`src/rtl/duart_host_decoder.sv`:
```
`timescale 1ns/1ps
module duart_host_decoder #(
  parameter logic [7:0] DEV_CODE     = 8'h0A,
  parameter logic [7:0] REV_CODE     = 8'h01,
  parameter logic [7:0] SCRATCH_INIT = 8'hFF
) (
  input  logic       clk,
  input  logic       rst_n,
  input  logic       intel_mode,
  input  logic       cs0_n,
  input  logic       cs1_n,
  input  logic [3:0] addr,
  input  logic       rd_n,
  input  logic       wr_n,
  input  logic       rw_n,
  input  logic [7:0] wdata,
  output logic [7:0] rdata,
  output logic       rvalid
);
  localparam int NCH = 2;

  logic       mode_q;
  logic [7:0] lcr [NCH];
  logic [7:0] ier [NCH];
  logic [7:0] mcr [NCH];
  logic [7:0] spr [NCH];
  logic [7:0] dll [NCH];
  logic [7:0] dlm [NCH];
  logic       fen [NCH];
  logic [7:0] pick;

  always_ff @(posedge clk)
    if (!rst_n) mode_q <= intel_mode;

  wire [1:0] sel = mode_q ? {~cs1_n, ~cs0_n}
                          : {~cs0_n & addr[3], ~cs0_n & ~addr[3]};
  wire       rd  = mode_q ? ~rd_n : rw_n;
  wire       wr  = mode_q ? ~wr_n : ~rw_n;
  wire [2:0] off = addr[2:0];

  always_ff @(posedge clk or negedge rst_n) begin
    if (!rst_n) begin
      for (int c = 0; c < NCH; c++) begin
        lcr[c] <= 8'h00; ier[c] <= 8'h00; mcr[c] <= 8'h00;
        spr[c] <= SCRATCH_INIT; dll[c] <= 8'h00; dlm[c] <= 8'h00;
        fen[c] <= 1'b0;
      end
    end else begin
      for (int c = 0; c < NCH; c++) begin
        if (wr && sel[c]) begin
          case (off)
            3'd0: if (lcr[c][7]) dll[c] <= wdata;
            3'd1: if (lcr[c][7]) dlm[c] <= wdata; else ier[c] <= wdata;
            3'd2: fen[c] <= wdata[0];
            3'd3: lcr[c] <= wdata;
            3'd4: mcr[c] <= wdata;
            3'd7: spr[c] <= wdata;
            default: ;
          endcase
        end
      end
    end
  end

  wire ch    = sel[1];
  wire dlab  = lcr[ch][7];
  wire id_on = (dll[ch] == 8'h00) && (dlm[ch] == 8'h00);

  always_comb begin
    case (off)
      3'd0:    pick = dlab ? (id_on ? REV_CODE : dll[ch]) : 8'h00;
      3'd1:    pick = dlab ? (id_on ? DEV_CODE : dlm[ch]) : ier[ch];
      3'd2:    pick = {fen[ch], fen[ch], 6'b000001};
      3'd3:    pick = lcr[ch];
      3'd4:    pick = mcr[ch];
      3'd5:    pick = 8'h60;
      3'd6:    pick = 8'h00;
      default: pick = spr[ch];
    endcase
  end

  assign rvalid = rd && (sel == 2'b01 || sel == 2'b10);
  assign rdata  = rvalid ? pick : 8'h00;

  p_dual_read_quiet_r4: assert property (@(posedge clk) disable iff (!rst_n)
    (mode_q && !cs0_n && !cs1_n) |-> (rdata == 8'h00 && !rvalid));

  p_no_strobe_quiet_r9: assert property (@(posedge clk) disable iff (!rst_n)
    (mode_q && rd_n) |-> (rdata == 8'h00 && !rvalid));

  p_broadcast_scratch_r3: assert property (@(posedge clk) disable iff (!rst_n)
    (mode_q && !cs0_n && !cs1_n && !wr_n && addr[2:0] == 3'd7)
      |=> (spr[0] == $past(wdata) && spr[1] == $past(wdata)));

  p_single_deselect_r5: assert property (@(posedge clk) disable iff (!rst_n)
    (!mode_q && cs0_n) |=> $stable({lcr[0], lcr[1], ier[0], ier[1], mcr[0], mcr[1],
                                    spr[0], spr[1], dll[0], dll[1], dlm[0], dlm[1]}));

  p_id_code_r8: assert property (@(posedge clk) disable iff (!rst_n)
    (rvalid && addr[2:0] == 3'd1 && lcr[sel[1]][7] &&
     dll[sel[1]] == 8'h00 && dlm[sel[1]] == 8'h00) |-> (rdata == DEV_CODE));

  p_mode_locked_r10: assert property (@(posedge clk) disable iff (!rst_n)
    rst_n |=> $stable(mode_q));
endmodule

```
`config.mk`:
```
export PLATFORM = sky130hd
export DESIGN_NAME = duart_host_decoder
export DESIGN_NICKNAME = d
export VERILOG_FILES = /design/src/rtl/duart_host_decoder.sv
export SDC_FILE = /design/constraint.sdc
export NUM_CORES = 1
export LEC_CHECK = 0
export ABC_AREA = 1
export BUFFER_PORTS_ARGS = -buffer_cell sky130_fd_sc_hd__buf_2
export CORE_MARGIN = 4
export CORE_UTILIZATION = 38
export CTS_CLUSTER_SIZE = 30
export DETAILED_ROUTE_END_ITERATION = 8
export GPL_ROUTABILITY_DRIVEN = 0
export GPL_TIMING_DRIVEN = 0
export HOLD_SLACK_MARGIN = 0.12
export PLACE_DENSITY_LB_ADDON = 0.1
export SLEW_MARGIN = 0
export SYNTH_ARGS = -nofsm -noshare
export SYNTH_HDL_FRONTEND = slang
export SYNTH_SLANG_ARGS = --single-unit
```
`constraint.sdc`:
```
create_clock -name clk -period 4.1 [get_ports clk]
set_input_delay 0.205 -clock clk [delete_from_list [all_inputs] [get_ports clk]]
set_output_delay 0.205 -clock clk [all_outputs]
set_load 0.005 [all_outputs]
```
# Word level (Yosys, flattened, before mapping)
# Index checks and enable logic that the tools add are counted.
# totals
reg_bits,99
in_bits,20
out_inout_bits,9
elab_cells,88
# classes
magnitude_cmp,1
eq_ne,9
mux,30
bitwise,11
n_reduce_logical,22
# op_table
op,n
8-bit two-way mux,23
8-bit one-hot mux with 7 select lines,1
3-bit AND reduction,6
8-bit zero test,2
2-bit AND reduction,8
"3-bit == test, second input constant",4
1-bit inverter,8
"3-bit by 2-bit == test with 1-bit output, second input constant",2
1-bit two-way mux,5
1-bit logical AND,4
"3-bit by 1-bit == test with 1-bit output, second input constant",1
3-bit zero test,1
1-bit AND,2
"2-bit by 1-bit == test with 1-bit output, second input constant",1
"2-bit == test, second input constant",1
"2-bit greater-or-equal comparator, second input constant",1
2-bit two-way mux,1
1-bit inverter with 2-bit output,1
1-bit logical OR,1

# Depth between registers and ports, before layout
# Gate-level depths: netlist of the first run.
# logic_depth
ltp_word,13
ltp_mapped,15
ltp_nobuf,15

# Worst setup path before layout of the first run
# Ideal clock, no wire load.
# synth_path
path_kind,flip-flop to output port
from,register mode_q
to,output port rdata[2]
t_arrival_ps,1660
t_required_ps,3895
setup_slack_ps,2235
stages_incl_launch_ff,11
path_buffers,3
cell_sequence,edfxtp_1 -> inv_2 -> nand3_1 -> nand2_1 -> buf_2 -> buf_2 -> buf_2 -> nand2_1 -> nand3_1 -> nand2_1 -> a31oi_1
# synth_between
elab_chain_len,11
elab_cells_between_ends,34
cone_classes,eq/ne (2); mux (26); bitwise (1); reduce/logical (5)
# synth_lines
item,line_no,rtl
from (decl),22,logic mode_q;
from (signal assigned),33,if (!rst_n) mode_q <= intel_mode;
2-bit two-way mux,35,"wire [1:0] sel = mode_q ? {~cs1_n, ~cs0_n}"
1-bit inverter with 2-bit output (implied by the code),--,
8-bit two-way mux (on tied branches) (3 in a row),"67, 71, 72",
8-bit zero test,67,wire id_on = (dll[ch] == 8'h00) && (dlm[ch] == 8'h00);
1-bit logical AND,67,
8-bit two-way mux (on tied branches) (2 in a row),"72, 71",
8-bit one-hot mux with 7 select lines,70,case (off)
8-bit two-way mux *,83,assign rdata = rvalid ? pick : 8'h00;
to (decl),17,"output logic [7:0] rdata,"
# Every way passes the cells marked *; elsewhere a longest branch is shown, timed or not. The select of a mux whose other input is x is not followed.

# Worst setup path in the final report of the first run
# layout_path
from,register mode_q
to,output port rdata[5]
# Same word-level chain as after synthesis.

==> parameters.txt, run 1 <==
Parameter                              Value

Final layout
  Non-filler cells in the finished layout ... 822
  Relative area change from synthesis to final layout ... 15.45%
  Fraction of layout cells with a size suffix above 1 ... between 10% and 20%
  Post-layout utilization of the core ... 45.00%
  Area of the multi-input gates ... approximately 2000 um2
  Design Area, Final ... 5450 um2
  Fill cell total of the finished layout ... between 1000 and 1500
  Sequential cell area in the final layout ... 2502 um2
  Number of nets in the layout ... 669
  Number of antenna repair diodes ... 0

Worst hold path
  Hold path startpoint ... wdata[1]
  Worst hold path depth ... 3
  Hold path endpoint ... spr[9]
  Kind of path behind the tightest hold check ... primary input to flop

GRT
  First-pass GRT wire length ... around 23 mm
  Pin count of the biggest net entering global routing ... 56
  Number of global-route vias before repair ... around 4000
  Tot GR Track Use ... around a fifth
  Overflow left after global routing ... 0
  Number of antenna violations at the first check in global routing ... 0

Pwr
  Net load switching power ... 0.0008722 W
  Share of power burned in the clock network ... between 20% and 30%
  Leakage dissipation ... between 2 and 3 nW
  Power Internal ... roughly 0.0019 W
  Combinational fraction of design power ... 19.9%
  Worst IR drop on VDD ... between 0.2 and 0.3 mV
  P per Cell Area ... a little over 500 nW/um2
  Switching power as a share of total power ... 31.56%
  Sequential share of power ... 50.8%

STA
  Clock skew ... 0.006354 ns
  Setup repair after global routing missed its margin ... false
  Share of the clock period used by the worst path after layout ... 70.23%
  Number of endpoints failing setup at the final stage ... 0
  Final sum of negative setup slack ... 0 ns
  Least-Margin Pin Slew ... 0.8889 ns
  Max frequency ... about 0.35 GHz
  Final setup margin ... 1.220 ns
  Final Hold Fails ... 0
  Worst-case headroom to the max-slew limit ... 40.46%
  Max-slew violation count ... 0
  Minimum period implied by the final worst setup slack ... 2.880 ns

Route
  Wire per inst ... 17.54 um
  Uppermost routed layer ... met4
  Routed length on met1 ... 6.758 mm
  Met2 Routed Length ... 6.823 mm
  Via density per instance ... 5.113
  Antenna viol nets, final ... 0
  Routed met3 length ... 616 um
  Iteration-0 DRC Markers ... just under 300
  Aggregate routed wire length ... 14.41 mm
  Detailed-route via count ... 4203
  Remaining routing DRC violations ... 0
  Detailed Routing Iterations Pass 1 ... 5

Die
  Number of ports placed on the die boundary ... 29
  Full die area ... between 10000 and 15000 um2
  Num rows ... 40
  Area of the core ... 12110 um2
  Floorplan die width ... 119.5 um
  Initial core utilization ... 38.98%
  Die Height ... 119.5 um

Synthesis
  Post-synthesis sequential area ratio ... 53.01%
  Syn nets ... 623
  Average size of a mapped cell ... between 7 and 8 um2
  Count of yosys warnings during synthesis ... 0
  Distinct cells, synth ... 28
  Count of state elements after synthesis ... 99
  Synthesized instance count ... roughly 600
  Post-Syn Area ... between 4000 and 5000 um2

Clock tree
  Deepest level of the CTS H-tree ... 3
  Cell at the root of the clock tree ... sky130_fd_sc_hd__clkbuf_16
  Clock sink total ... 99
  Inserted Clock Buffers ... 9
  Clock transition time at the flip-flop clock pins of the worst setup and hold paths ... 0.07 ns
  Count of buffers added by post-CTS timing repair for setup ... 0
  Clock latency on the worst-skew pair ... roughly 0.35 ns
  CTS Buffer Depth ... 2
  CTS tree ... built

Setup path
  Critical path peak fanout ... 10
  Worst setup SP type ... flop
  Depth of the worst register-to-register path ... 8
  Critical register-to-register path startpoint ... mode_q
  Crit path capture type ... output pin
  Slack of the worst reg-to-reg path ... 1.73 ns
  Crit Path Category ... flop to output pin
  Data arrival time at the worst-slack endpoint ... 2.67 ns
  Required @ worst endpoint ... 3.89 ns
  Worst r2r dst ... dlm[14]

Outcome
  Outcome ... finished, final reports clean

Flow run
  Max Cap Viol ... 0

Placed design
  Post-placement worst setup slack ... 1.629 ns
  DPL Wire Length ... 10.23 mm
  IO Port Bufs ... 28
  Placed instance count ... 800
  Placed instance area ... 5101 um2
flip-flops by register name (all words and copies together) (netlist names):
signal	flops
dll	16
dlm	16
fen	2
ier	16
lcr	16
mcr	16
mode_q	1
spr	16
synthesized netlist by cell type, drive strengths merged:
master  number  area, um2
a211oi       1      20.02
a21oi       12      60.06
a22o         3      26.28
a22oi        1      7.510
a31oi        5      31.28
buf         11      57.56
clkbuf      21      78.83
dfrtp       82       2052
dfstp       16      420.4
edfxtp       1      30.03
inv         30      112.6
nand2      225      854.6
nand3       30      150.1
nand3b       1      7.510
nand4        3      18.77
nor2        31      116.4
nor3         9      50.05
nor4         1      6.260
o211ai       1      7.510
o21ai      112      564.3
o21bai       4      30.03
o22ai        3      18.77
repair_timing:
action                                 4_1_cts  5_1_grt
hold buffers                                 6        0
endpoints found under the hold margin       49        0
gates resized for setup                      0        0
final cells by class:
cell class              instances  share of cell area (%)
plain buffers                  32                   2.502
multi-input cells             442                   36.13
repair buffers                 35                   4.224
inverters                      30                   2.066
flip-flops and latches         99                   45.91
clock buffers                  10                   4.385
clock inverters                 6                  0.9183
well taps                     168                   3.857
kinds of logic (layout without fill, tap and decap cells):
kind of cell           Yosys count  in the layout  share of synthesized area [%]
and+or+nand+nor                300            300                          25.50
AOI/OAI and AO/OA              142            142                          16.22
buffers and inverters           62            113                          5.274
DFF                             99             99                          53.01
worst max path at each step:
stage | from | end | slack, ns | cells past startpoint
finish | mode_q | rdata[5] | 1.22 | 13
global route | mode_q | rdata[7] | 0.99 | 12
floorplan | mode_q | rdata[2] | 2.24 | 10
CTS | mode_q | rdata[3] | 1.23 | 12
global placement | mode_q | rdata[3] | 1.63 | 12
detailed placement | mode_q | rdata[3] | 1.63 | 12
per-stage QoR:
| step | total power [W] | hold slack, ns |
|---|---|---|
| after floorplan | 0.001750 | -0.09059 |
| after CTS | 0.002786 | 0.1282 |
| after detailed placement | 0.001960 | 0.2569 |
| after global placement | 0.001939 | 0.3865 |
| final | 0.002764 | 0.1342 |
| after global routing | 0.002950 | 0.1407 |
power by group through the flow:
stage | logic, W | registers (W) | clock network, W
final | 0.000549 | 0.00140 | 0.000812
after global routing | 0.000644 | 0.00143 | 0.000876
after CTS | 0.000551 | 0.00140 | 0.000835
after detailed placement | 0.000547 | 0.00141 | 0
after global placement | 0.000529 | 0.00141 | 0
after floorplan | 0.000386 | 0.00136 | 0
worst max-delay path: stages (launching register included):
cell	delay, ns
sky130_fd_sc_hd__edfxtp_1	0.47
sky130_fd_sc_hd__inv_2	0.16
sky130_fd_sc_hd__nand3_1	0.10
sky130_fd_sc_hd__nand2_1	0.17
sky130_fd_sc_hd__buf_2	0.27
sky130_fd_sc_hd__buf_2	0.27
sky130_fd_sc_hd__a21oi_1	0.08
sky130_fd_sc_hd__nor3_1	0.15
sky130_fd_sc_hd__nand2_1	0.11
sky130_fd_sc_hd__a21oi_1	0.19
sky130_fd_sc_hd__nand3_1	0.11
sky130_fd_sc_hd__nand2_1	0.08
sky130_fd_sc_hd__inv_1	0.05
sky130_fd_sc_hd__buf_2	0.12
placed cells by master (no fill, tap or decap), types with 2 or more instances in the layout:
master / synthesis / layout
sky130_fd_sc_hd__buf_2: 10 / 37
sky130_fd_sc_hd__inv_1: 29 / 29
sky130_fd_sc_hd__clkbuf_16: 0 / 9
sky130_fd_sc_hd__nand3_1: 30 / 30
sky130_fd_sc_hd__nor2_1: 31 / 31
sky130_fd_sc_hd__a21oi_1: 12 / 12
sky130_fd_sc_hd__clkbuf_1: 21 / 21
sky130_fd_sc_hd__o21bai_1: 4 / 4
sky130_fd_sc_hd__nor3_1: 8 / 8
sky130_fd_sc_hd__o21ai_0: 111 / 111
sky130_fd_sc_hd__a22o_1: 3 / 3
sky130_fd_sc_hd__dfstp_2: 16 / 16
sky130_fd_sc_hd__buf_4: 1 / 2
sky130_fd_sc_hd__dfrtp_1: 82 / 82
sky130_fd_sc_hd__nand2_1: 223 / 223
sky130_fd_sc_hd__clkinv_4: 0 / 3
sky130_fd_sc_hd__a31oi_1: 5 / 5
sky130_fd_sc_hd__nand4_1: 3 / 3
sky130_fd_sc_hd__o22ai_1: 3 / 3
sky130_fd_sc_hd__dlygate4sd3_1: 0 / 6
sky130_fd_sc_hd__clkinvlp_4: 0 / 2
per-layer routing:
metal | track usage, % | vias up
met3 | 4.179 | 12
met4 | 5.870 | 0
met5 | 0 | -
met1 | 29.27 | 2033
li1 | - | 2066
met2 | 34.64 | 92
Note: power is estimated with default switching activity, not from simulation.
==> run 2, diff against run 1 <==
ABC_AREA = 0   (was 1)
clock period = 2.69 ns   (was 4.1 ns; I/O delays follow)
==> parameters.txt, run 2 <==
Parameter                              Value

Outcome
  Outcome ... finished, final reports clean

Route
  Wire per inst ... 21.79 um
  Detailed-route via count ... 3450
  Detailed Routing Iterations Pass 1 ... 4
  Antenna viol nets, final ... 0
  Remaining routing DRC violations ... 0
  Iteration-0 DRC Markers ... 236
  Aggregate routed wire length ... 13.44 mm
  Via density per instance ... around 5.6

Clock tree
  Clock transition time at the flip-flop clock pins of the worst setup and hold paths ... approximately 0.07 ns
  CTS tree ... built
  Deepest level of the CTS H-tree ... 3
  Cell at the root of the clock tree ... sky130_fd_sc_hd__clkbuf_16
  Inserted Clock Buffers ... 9
  CTS Buffer Depth ... 2
  Clock latency on the worst-skew pair ... 0.35 ns
  Clock sink total ... 99

Final layout
  Design Area, Final ... 5831 um2
  Commonest cells after routing, fill and taps aside ... sky130_fd_sc_hd__mux2_2 (108), sky130_fd_sc_hd__dfrtp_1 (82), sky130_fd_sc_hd__buf_2 (35)
  Fraction of layout cells with a size suffix above 1 ... 46.74%
  Number of antenna repair diodes ... 0
  Number of nets in the layout ... 460
  Relative area change from synthesis to final layout ... 17.17%
  Commonest non-fill, non-tap cell in the layout ... sky130_fd_sc_hd__mux2_2
  Fill cell total of the finished layout ... 1232

Setup path
  Crit Path Category ... flop to output pin
  Worst setup SP type ... flop
  Worst r2r dst ... mcr[14]
  Data arrival time at the worst-slack endpoint ... 2.45 ns
  Critical path peak fanout ... 10
  Slack of the worst reg-to-reg path ... 0.54 ns
  Critical register-to-register path startpoint ... mode_q
  Required @ worst endpoint ... 2.56 ns
  Depth of the worst register-to-register path ... 5
  Crit path capture type ... output pin

Synthesis
  Post-synthesis xor/xnor area fraction ... less than 1%
  Average size of a mapped cell ... 12.69 um2
  Syn nets ... 412
  Synth area leader ... sky130_fd_sc_hd__dfrtp_1
  Dominant cell by count in the synthesized netlist ... sky130_fd_sc_hd__mux2_2
  Post-synthesis compound-gate area fraction ... 9.530%
  Post-synthesis adder-cell area fraction ... 0%
  Async S/R FF share, synth ... 98.99%
  Post-Syn Area ... 4976 um2
  Distinct cells, synth ... 55
  Ranking of synthesized cells by instance count ... sky130_fd_sc_hd__mux2_2 (108), sky130_fd_sc_hd__dfrtp_1 (82), sky130_fd_sc_hd__clkbuf_1 (16), sky130_fd_sc_hd__dfstp_2 (16), sky130_fd_sc_hd__nand2_1 (14)
  Dominant combinational cell family by area after synthesis ... multiplexers
  Mux share of post-synthesis cell area ... roughly 28%
  Area fraction in and, or, nand and nor cells after synthesis ... 9.630%
  Cells taking the most area after synthesis ... sky130_fd_sc_hd__dfrtp_1 (41%), sky130_fd_sc_hd__mux2_2 (24%), sky130_fd_sc_hd__dfstp_2 (8.4%)
  Post-synth top flop ... sky130_fd_sc_hd__dfrtp_1
  Synthesized instance count ... between 300 and 400
  Area share of the largest cell type after synthesis ... roughly two fifths
  Post-synthesis sequential area ratio ... 50.29%
  EDFF count, synth ... 1
  Count of state elements after synthesis ... 99
  Count of yosys warnings during synthesis ... 0

Placed design
  IO Port Bufs ... 28
  DPL Wire Length ... 9.512 mm
  Placed instance area ... 5361 um2

STA
  Clock skew ... between 0.005 and 0.006 ns
  Max-slew violation count ... 0
  Minimum period implied by the final worst setup slack ... 2.584 ns
  Share of the clock period used by the worst path after layout ... just under 100%
  Number of endpoints failing setup at the final stage ... 0
  Final sum of negative setup slack ... 0 ns
  Least-Margin Pin Slew ... between 1 and 1.5 ns
  Setup repair after global routing missed its margin ... true
  Final Hold Fails ... 0
  Worst-case headroom to the max-slew limit ... a little under a third
  Max frequency ... 0.3870 GHz

Die
  Die Height ... 122.4 um
  Initial core utilization ... 39.11%
  Num rows ... 41
  Number of ports placed on the die boundary ... 29
  Area of the core ... ~13000 um2
  Floorplan die width ... 122.4 um
  Full die area ... 14990 um2

Pwr
  Worst IR drop on VDD ... 0.4971 mV
  Leakage dissipation ... 2.545 nW
  P per Cell Area ... 741.8 nW/um2

GRT
  First-pass GRT wire length ... 21.55 mm
  Tot GR Track Use ... 19.26%
  Pin count of the biggest net entering global routing ... 53
  Overflow left after global routing ... 0
  Number of global-route vias before repair ... about 3600
  Number of antenna violations at the first check in global routing ... 0

Worst hold path
  Kind of path behind the tightest hold check ... primary input to async pin

Flow run
  Max Cap Viol ... 0
## run 2: metrics by stage
step | power (W) | utilization, % | setup slack [ns] | hold slack (ns) | instances
finish | 0.004325 | 45.83 | 0.1057 | 0.3471 | 617
global route | 0.004560 | 45.83 | -0.0007552 | 0.4084 | 617
CTS | 0.004360 | 45.61 | 0.005551 | 0.3684 | 618
detailed placement | 0.002976 | 42.14 | 0.2210 | 0.2087 | 593
global placement | 0.002948 | 41.91 | 0.1919 | 0.3143 | 592
floorplan | 0.002660 | - | 0.7983 | -0.1611 | 392
## run 2: cell type report
cell class / instances / area (um2) / share of cell area (%)
Sequential cell: 99 / 2502 / 42.92
Clock buffer: 10 / 239.0 / 4.099
Clock inverter: 6 / 71.32 / 1.223
Timing Repair Buffer: 40 / 277.8 / 4.764
Buffer: 22 / 112.6 / 1.931
Inverter: 7 / 26.28 / 0.4506
Tap cell: 172 / 215.2 / 3.691
Multi-Input combinational cell: 261 / 2386 / 40.92
## run 2: logic make-up after synthesis
family | after synthesis
AOI/OAI and AO/OA | 62
xor gates and xnor gates | 1
buffers and inverters | 32
DFF | 99
muxes | 124
and+or+nand+nor | 74
## run 2: critical path: stages (launching register included)
cell	delay [ns]
sky130_fd_sc_hd__edfxtp_1	0.36
sky130_fd_sc_hd__buf_2	0.18
sky130_fd_sc_hd__nor2b_2	0.20
sky130_fd_sc_hd__clkbuf_2	0.22
sky130_fd_sc_hd__a2111oi_1	0.44
sky130_fd_sc_hd__a31oi_1	0.10
sky130_fd_sc_hd__o21ai_0	0.27
sky130_fd_sc_hd__a221oi_1	0.13
sky130_fd_sc_hd__buf_2	0.20
## run 2: metal layers
layer	up-vias	GRT usage [%]	wire (um)
met5	-	0	0
met4	0	5.738	297
met3	22	4.608	592
met2	89	30.50	6256
met1	1769	26.30	6296
li1	1570	-	-
## run 2: worst max-delay path by stage
stage,startpoint,to,slack [ns],depth (start not counted)
floorplan,mode_q,rdata[7],0.80,7
global placement,mode_q,rdata[2],0.19,8
detailed placement,mode_q,rdata[7],0.22,8
CTS,mode_q,rdata[1],0.006,7
global route,mode_q,rdata[3],-0.0008,7
finish,mode_q,rdata[6],0.11,8
## run 2: what timing repair did
| item | CTS | global route |
|---|---|---|
| setup buffers | 0 | 1 |
| setup endpoints to repair | 8 | 8 |
| cloned | 0 | 0 |
| pin swaps | 0 | 2 |
| gates resized for setup | 13 | 11 |
| hold endpoints to repair | 51 | 0 |
| hold buffers | 10 | 0 |
## run 2: power by group
part | switching [W] | internal (W)
Combinational | 0.000419 | 0.000481
Clock | 0.000592 | 0.000758
Sequential | 0.000210 | 0.00187
==> run 3, diff against run 2 <==
ABC_AREA = 1   (was 0)
CTS_CLUSTER_SIZE = 25   (was 30)
==> parameters.txt, run 3 (same netlist as run 1, synthesis figures left out) <==
Parameter                              Value

STA
  Max-slew violation count ... 0
  Setup repair after global routing missed its margin ... true
  Final Hold Fails ... 0
  Number of endpoints failing setup at the final stage ... 0
  Share of the clock period used by the worst path after layout ... a little over nine tenths
  Minimum period implied by the final worst setup slack ... 2.589 ns
  Final setup margin ... 0.1013 ns
  Worst hold margin ... 0.1489 ns
  Clock skew ... just under 0.006 ns
  Worst-case headroom to the max-slew limit ... 47.23%
  Final sum of negative setup slack ... 0 ns
  Least-Margin Pin Slew ... 0.7915 ns
  Max frequency ... 0.3863 GHz

Die
  Area of the core ... 12110 um2
  Num rows ... 40
  Number of ports placed on the die boundary ... 29
  Initial core utilization ... 38.98%
  Full die area ... 14270 um2
  Die Height ... roughly 120 um
  Floorplan die width ... 119.5 um

Setup path
  Buffers & Inverters on Critical Path ... 5
  Worst path slowest cell ... sky130_fd_sc_hd__edfxtp_1
  Worst r2r dst ... dll[8]
  Critical path peak fanout ... 10
  Cell mode on critical path ... sky130_fd_sc_hd__nand3_1
  Crit path capture type ... output pin
  Required @ worst endpoint ... around 2.6 ns
  Data arrival time at the worst-slack endpoint ... around 2.5 ns
  Worst setup SP type ... flop
  CP peak stage delay ... 0.47 ns
  Crit Path Category ... flop to output pin
  Critical path, cell by cell ... inv_2, nand3_1, nand2_2, buf_6, buf_4, o21ai_0, nor2_1, nor3_1, nand4_1, nand3_1, inv_1, buf_2
  Slack of the worst reg-to-reg path ... 0.26 ns
  Critical register-to-register path startpoint ... mode_q
  Depth of the worst register-to-register path ... 9
  Cell family contributing the most delay on the critical path ... simple AND/OR/NAND/NOR gates

Clock tree
  Deepest level of the CTS H-tree ... 3
  CTS Buffer Depth ... 2
  Clock sink total ... 99
  Clock latency on the worst-skew pair ... 0.35 ns
  Cell at the root of the clock tree ... sky130_fd_sc_hd__clkbuf_16
  Inserted Clock Buffers ... 9
  Clock transition time at the flip-flop clock pins of the worst setup and hold paths ... ~0.07 ns
  CTS tree ... built

Route
  Iteration-0 DRC Markers ... 320
  Remaining routing DRC violations ... 0
  Antenna viol nets, final ... 0
  Wire per inst ... 17.58 um
  Detailed Routing Iterations Pass 1 ... 8
  Detailed-route via count ... ~4200
  Aggregate routed wire length ... 14.56 mm
  Via density per instance ... 5.112

Worst hold path
  Hold path endpoint ... spr[8]
  Kind of path behind the tightest hold check ... primary input to flop
  Hold path startpoint ... wdata[0]
  Worst hold path depth ... 3

Placed design
  Post-placement worst setup slack ... 0.2896 ns
  Placed instance area ... 5101 um2
  DPL Wire Length ... 10.23 mm
  IO Port Bufs ... 28

Pwr
  Leakage dissipation ... 2.649 nW
  Worst IR drop on VDD ... about 0.45 mV
  P per Cell Area ... 764.5 nW/um2

Final layout
  Relative area change from synthesis to final layout ... 17.49%
  Number of antenna repair diodes ... 0
  Fill cell total of the finished layout ... 1277
  Number of nets in the layout ... around 680
  Post-layout utilization of the core ... 45.80%
  Design Area, Final ... 5547 um2
  Commonest non-fill, non-tap cell in the layout ... sky130_fd_sc_hd__nand2_1
  Commonest cells after routing, fill and taps aside ... sky130_fd_sc_hd__nand2_1 (222), sky130_fd_sc_hd__o21ai_0 (111), sky130_fd_sc_hd__dfrtp_1 (82)
  Fraction of layout cells with a size suffix above 1 ... a little over an eighth

GRT
  Met3 global-route usage ... 4.084%
  Number of antenna violations at the first check in global routing ... 0
  Tot GR Track Use ... a little over a fifth
  Pin count of the biggest net entering global routing ... 56
  Grt met2 use ... between 30% and 40%
  Layer carrying the most global-route usage ... met2
  Number of global-route vias before repair ... 4117
  Overflow left after global routing ... 0
  Met1 global-route usage ... between 20 and 30%
  First-pass GRT wire length ... 23.09 mm

Outcome
  Outcome ... finished, final reports clean

Flow run
  Max Cap Viol ... 0
-- run 3: cell type report --
| cell class | instances | area (um2) | share of cell area (%) |
|---|---|---|---|
| sequential | 99 | 2502 | 45.12 |
| multi-input combinational | 442 | 1998 | 36.03 |
| timing repair buffer | 41 | 282.8 | 5.098 |
| clock buffer | 10 | 239.0 | 4.309 |
| tap | 168 | 210.2 | 3.790 |
| buffer | 32 | 151.4 | 2.730 |
| inverter | 30 | 112.6 | 2.030 |
| clock inverter | 6 | 50.05 | 0.9023 |
-- run 3: worst max-delay path by stage --
stage,start,to,slack [ns],cells past startpoint
after floorplan,mode_q,rdata[2],0.90,10
after global placement,mode_q,rdata[3],0.29,12
after detailed placement,mode_q,rdata[3],0.29,12
after CTS,mode_q,rdata[5],0.02,13
after global routing,mode_q,rdata[7],-0.07,12
final,mode_q,rdata[4],0.10,12
-- run 3: metrics by stage --
stage                     power, W  std cells
after floorplan           0.002667        603
after detailed placement  0.002988        800
final                     0.004240        828
after global routing      0.004521        828
after CTS                 0.004256        825
after global placement    0.002955        799
-- run 3: tightest hold or removal path, stage by stage --
cell	delay, ns
sky130_fd_sc_hd__buf_2	0.09
sky130_fd_sc_hd__inv_1	0.15
sky130_fd_sc_hd__o21ai_0	0.12
-- run 3: power by group --
part           internal [W]  switching [W]
Sequential          0.00191       0.000228
Clock              0.000660       0.000582
Combinational      0.000325       0.000534
Total               0.00290        0.00134
-- run 3: per-layer routing --
layer	vias to the layer above	share of wire [%]
met1	2039	46
met2	99	47
li1	2080	-
met5	-	0
met3	15	5.2
met4	0	1.7
-- run 3: repair_timing --
item,4_1_cts,5_1_grt
gates resized for setup,5,9
endpoints found under the setup margin,7,8
hold endpoints to repair,59,0
pin swaps,0,2
setup buffers,0,3
hold buffers,9,0
